## src/rtl/edc_pkg.sv

```systemverilog
package edc_pkg;
   // Bit 1 = running, bit 0 = divided clock level (taken straight from a flop).
   typedef enum logic [1:0] {
      ST_IDLE = 2'b00,
      ST_LOW  = 2'b10,
      ST_HIGH = 2'b11
   } phase_e;
endpackage

```

## src/rtl/edc_ratio_reg.sv

```systemverilog
module edc_ratio_reg #(
   parameter int SEL_W = 3
) (
   input  logic             clk_i,
   input  logic             load_i,
   input  logic [SEL_W-1:0] sel_i,
   output logic [SEL_W-1:0] lim_o
);
   // Holds (phase length - 1); equal to the select code by construction of the map.
   logic [SEL_W-1:0] lim_q;

   always_ff @(posedge clk_i) begin
      if (load_i) lim_q <= sel_i;
   end

   assign lim_o = lim_q;
endmodule

```

## src/rtl/edc_phase_cnt.sv

```systemverilog
module edc_phase_cnt #(
   parameter int SEL_W = 3
) (
   input  logic             clk_i,
   input  logic             clr_i,
   input  logic [SEL_W-1:0] lim_i,
   output logic             end_o
);
   logic [SEL_W-1:0] cnt_q;

   always_ff @(posedge clk_i) begin
      if (clr_i) cnt_q <= '0;
      else       cnt_q <= cnt_q + SEL_W'(1);
   end

   assign end_o = (cnt_q == lim_i);

   AST_CNT_BOUND: assert property (@(posedge clk_i) disable iff (clr_i)
      cnt_q <= lim_i);
endmodule

```

## src/rtl/edc_seq.sv

```systemverilog
module edc_seq
   import edc_pkg::*;
(
   input  logic clk_i,
   input  logic srst_i,
   input  logic end_i,
   output logic clr_o,
   output logic load_o,
   output logic clk_lvl_o,
   output logic run_o
);
   phase_e st_q, st_d;

   always_comb begin
      st_d   = st_q;
      clr_o  = 1'b0;
      load_o = 1'b0;
      case (st_q)
         ST_IDLE: begin
            clr_o = 1'b1;
            if (!srst_i) begin
               st_d   = ST_LOW;
               load_o = 1'b1;
            end
         end
         ST_LOW: begin
            if (srst_i) begin
               st_d  = ST_IDLE;
               clr_o = 1'b1;
            end else if (end_i) begin
               st_d   = ST_HIGH;
               clr_o  = 1'b1;
               load_o = 1'b1;
            end
         end
         ST_HIGH: begin
            if (end_i) begin
               st_d  = ST_LOW;
               clr_o = 1'b1;
            end
         end
         default: begin
            st_d  = ST_IDLE;
            clr_o = 1'b1;
         end
      endcase
   end

   always_ff @(posedge clk_i) st_q <= st_d;

   assign clk_lvl_o = st_q[0];
   assign run_o     = st_q[1];

   AST_STOP_HOLDS_LOW: assert property (@(posedge clk_i)
      (srst_i && !clk_lvl_o) |=> !clk_lvl_o);
   AST_STOP_GOES_IDLE: assert property (@(posedge clk_i)
      (srst_i && !clk_lvl_o) |=> !run_o);
   AST_HIGH_NOT_CUT: assert property (@(posedge clk_i)
      (clk_lvl_o && !end_i) |=> clk_lvl_o);
   AST_IDLE_IS_LOW: assert property (@(posedge clk_i)
      !run_o |-> !clk_lvl_o);
endmodule

```

## src/rtl/even_clk_div.sv

```systemverilog
module even_clk_div #(
   parameter int SEL_W = 3
) (
   input  logic             clk_i,
   input  logic             srst_i,
   input  logic [SEL_W-1:0] ratio_sel_i,
   output logic             div_clk_o,
   output logic             div_en_o
);
   localparam int HLW = SEL_W + 1;

   generate
      if (SEL_W < 1 || SEL_W > 8) begin : g_bad_sel_w
         $error("even_clk_div: SEL_W must lie in 1..8");
      end
   endgenerate

   logic             clr_w, load_w, end_w;
   logic [SEL_W-1:0] lim_w;

   edc_ratio_reg #(.SEL_W(SEL_W)) u_ratio (
      .clk_i (clk_i),
      .load_i(load_w),
      .sel_i (ratio_sel_i),
      .lim_o (lim_w)
   );

   edc_phase_cnt #(.SEL_W(SEL_W)) u_cnt (
      .clk_i(clk_i),
      .clr_i(clr_w),
      .lim_i(lim_w),
      .end_o(end_w)
   );

   edc_seq u_seq (
      .clk_i    (clk_i),
      .srst_i   (srst_i),
      .end_i    (end_w),
      .clr_o    (clr_w),
      .load_o   (load_w),
      .clk_lvl_o(div_clk_o),
      .run_o    (div_en_o)
   );

   // Checker-only measurement of each high phase.
   logic [HLW-1:0] hi_len_q;
   always_ff @(posedge clk_i) begin
      if (!div_clk_o) hi_len_q <= '0;
      else            hi_len_q <= hi_len_q + HLW'(1);
   end

   AST_HIGH_LEN: assert property (@(posedge clk_i)
      $fell(div_clk_o) |-> (hi_len_q == HLW'(lim_w) + HLW'(1)));
   AST_RATIO_ONLY_AT_RISE: assert property (@(posedge clk_i) disable iff (srst_i)
      !$stable(lim_w) |-> ($rose(div_clk_o) || $rose(div_en_o)));
endmodule

```

## config.mk

```make
export PLATFORM = sky130hd
export DESIGN_NAME = even_clk_div
export DESIGN_NICKNAME = d
export VERILOG_FILES = /design/src/rtl/edc_pkg.sv /design/src/rtl/edc_ratio_reg.sv /design/src/rtl/edc_phase_cnt.sv /design/src/rtl/edc_seq.sv /design/src/rtl/even_clk_div.sv
export SDC_FILE = /design/constraint.sdc
export NUM_CORES = 1
export LEC_CHECK = 0
export ABC_AREA = 1
export BUFFER_PORTS_ARGS = -buffer_cell sky130_fd_sc_hd__buf_2
export CAP_MARGIN = 5
export CORE_MARGIN = 1.5
export CORE_UTILIZATION = 25
export CTS_CLUSTER_DIAMETER = 50
export DETAILED_ROUTE_END_ITERATION = 10
export GPL_ROUTABILITY_DRIVEN = 0
export PLACE_DENSITY = 0.54
export SLEW_MARGIN = 20
export SYNTH_ARGS = -nofsm -noshare
export SYNTH_HDL_FRONTEND = slang
export SYNTH_SLANG_ARGS = --single-unit
```

## constraint.sdc

```tcl
create_clock -name clk_i -period 1.84 [get_ports clk_i]
set_clock_uncertainty 0.05 [all_clocks]
set_input_delay 0.46 -clock clk_i [delete_from_list [all_inputs] [get_ports clk_i]]
set_output_delay 0.46 -clock clk_i [all_outputs]
set_load 0.01 [all_outputs]
```

==> impl_results.md <==
- Status: finished, final reports clean
- R2R Path Start: u_seq.st_q[0]$_DFFE_PP_
- Crit path max fanout: 5
- Required time of the critical path: 1.72 ns
- DRC: 0
- Skew-Pair Late Insertion Delay: 0.25 ns
- Pin count of the biggest net entering global routing: 6
- Leak: 0.000247 uW
- Share of cells above drive strength 1: 20.0%
- ANT cells: 0
- Hold-fix buffers, CTS: 0
- Final setup fails: 0
- Relative slew margins: 80.4%
- Syn Area/Cell: 9.26 um^2
- Hold Crit Class: in2reg
- Via/cell ratio: 4.14
- Fmax achieved: 681 MHz
- Vias in the first global route: 242
- Clk root buf: clkbuf_4
- Initial Util: 27.0%
- Crit start category: flop
- CTS Buf Count: 3
- Core area: 1540 um^2
- Max Slew Vio Count: 0
- WL per Instance: 8.15 um
- Design area: 493 um^2
- H-tree levels: 1
- Kind of critical path: reg2reg
- Post-CTS Resized: 0
- DP Area: 467 um^2
- FP Rows: 14
- Tcrit/Tclk final: 79.8%
- Complex-gate fraction of the synthesized area: 4.80%
- Post-DRT Antenna Nets: 0
- Cells after synthesis: 45
- Number of synthesized register bits: 8
- Post-synthesis xor/xnor area fraction: 4.20%
- Gr ovfl total: 0
- Max-cap violation count: 0
- PortBufs: 6
- Via count: 294
- First-pass GRT wire length: 993 um
- Final nets: 66
- Fin. Hold Viols: 0
- Total GRT Usage: 7.45%
- Ys Warns: 0
- Area of the mapped netlist: 417 um^2
- Slew @ Worst Pin: 0.293 ns
- Post-CTS Setup Repair Bufs: 0
- Total wire length: 579 um
- Final TNS setup: 0 ns
- Chip height: 43.8 um
- DP Wirelength: 498 um
- Seq/Total Area, Yosys: 50.5%
- Pre-antenna DRT Iters: 2
- Area share of and/or/nand/nor cells after synthesis: 15.6%
- VDD IR max: 574 uV
- I/O pins: 7
- Critical Path Start: u_seq.st_q[0]$_DFFE_PP_
- Crit path arrival time: 1.35 ns
- Area Overhead vs Synth: 18.3%
- CTS max path bufs: 2
- FILL cells: 162
- Cell area power density: 1400 nW/um^2
- CP endpoint kind: flop
- Main combinational cell family by area after synthesis: simple AND/OR/NAND/NOR gates
- Syn nets: 55
- Die ar.: 1920 um^2
- Initial drt markers: 12
- R2R setup slack: 0.37 ns
- Final min period: 1.47 ns
- CTS tree: yes
- Die width: 43.8 um
- Antenna violations before repair: 0
- Post-Synth Adder-Cell Area: 15.0%
- Hold_sp: ratio_sel_i[0]
- Mux contribution to synthesized area: 0%
- Clock transition at path regs: 0.06 ns
- RSZ-0062 raised after global routing: false
- Synth unique cells: 12
- Sinks on Clock Net: 8
==> worst paths after layout <==
check | depth (start not counted) | endpoint
worst max register to register | 4 | u_ratio.lim_o[1]$_DFFE_PP_
worst max-delay path | 4 | u_ratio.lim_o[1]$_DFFE_PP_
worst min-delay path | 1 | u_ratio.lim_o[0]$_DFFE_PP_
worst min register to register | 1 | u_cnt.cnt_q[0]$_SDFF_PP0_
==> synthesized netlist by cell type <==
cell | n | area (um^2)
a21oi_1 | 2 | 10.0
dfxtp_1 | 3 | 60.1
edfxtp_1 | 5 | 150
ha_1 | 5 | 62.6
inv_1 | 11 | 41.3
nand2_1 | 10 | 37.5
nand2_2 | 1 | 6.26
nand3_2 | 1 | 10.0
nor2_1 | 3 | 11.3
o21ai_0 | 1 | 5.00
o21ai_1 | 1 | 5.00
xnor2_1 | 2 | 17.5
==> state kept, by name (all words and copies together), names as in the netlist <==
signal	count
u_ratio.lim_o	3
u_cnt.cnt_q	3
u_seq.st_q	2
==> routing by layer <==
layer / wire [um] / vias to the layer above / GRT usage [%]
met5: 0 / - / 0
met1: 286 / 127 / 9.79
li1: - / 159 / -
met2: 255 / 6 / 10.9
met3: 25 / 2 / 2.50
met4: 10 / 0 / 3.64
==> report_power, final <==
part           switching (uW)  internal, uW
Sequential               41.9           265
Combinational             143          96.2
Clock                    62.1          83.1
==> critical path, stage by stage, from the launching register on <==
cell and delay, ns:
edfxtp_1 0.44, inv_1 0.11, ha_1 0.16, nand2_1 0.11, o21ai_1 0.29
==> final cells by class <==
class                      instances  area [um^2]  share of cell area (%)
timing repair buffer               6         30.0                    6.09
clock buffer                       4         26.3                    5.33
sequential                         8          210                    42.6
multi-input combinational         26          165                    33.5
inverter                          11         41.3                    8.38
tap                               16         20.0                    4.06
==> cell families after synthesis <==
group,count (synthesis)
compound gates,4
buf+inv,11
simple gates,15
fa+ha+maj,5
flops,8
xor+xnor,2
==> cell usage in the layout, fill, tap and decap left out, drive strengths merged <==
cell type / count
a21oi: 2
buf: 6
clkbuf: 4
dfxtp: 3
edfxtp: 5
ha: 5
inv: 11
nand2: 11
nand3: 1
nor2: 3
o21ai: 2
xnor2: 2
==> stage by stage <==
step / hold slack, ns / power, uW / std cells / setup slack (ns) / util (%)
after CTS: 0.323 / 705 / 71 / 0.356 / 32.0
final: 0.327 / 692 / 71 / 0.372 / 32.0
after detailed placement: 0.402 / 557 / 67 / 0.358 / 30.3
after global placement: 0.394 / 554 / 67 / 0.372 / 30.3
after floorplan: 0.380 / 489 / 45 / 0.421 / -
after global routing: 0.318 / 760 / 71 / 0.237 / 32.0
Power figures use the tool's default switching activity.
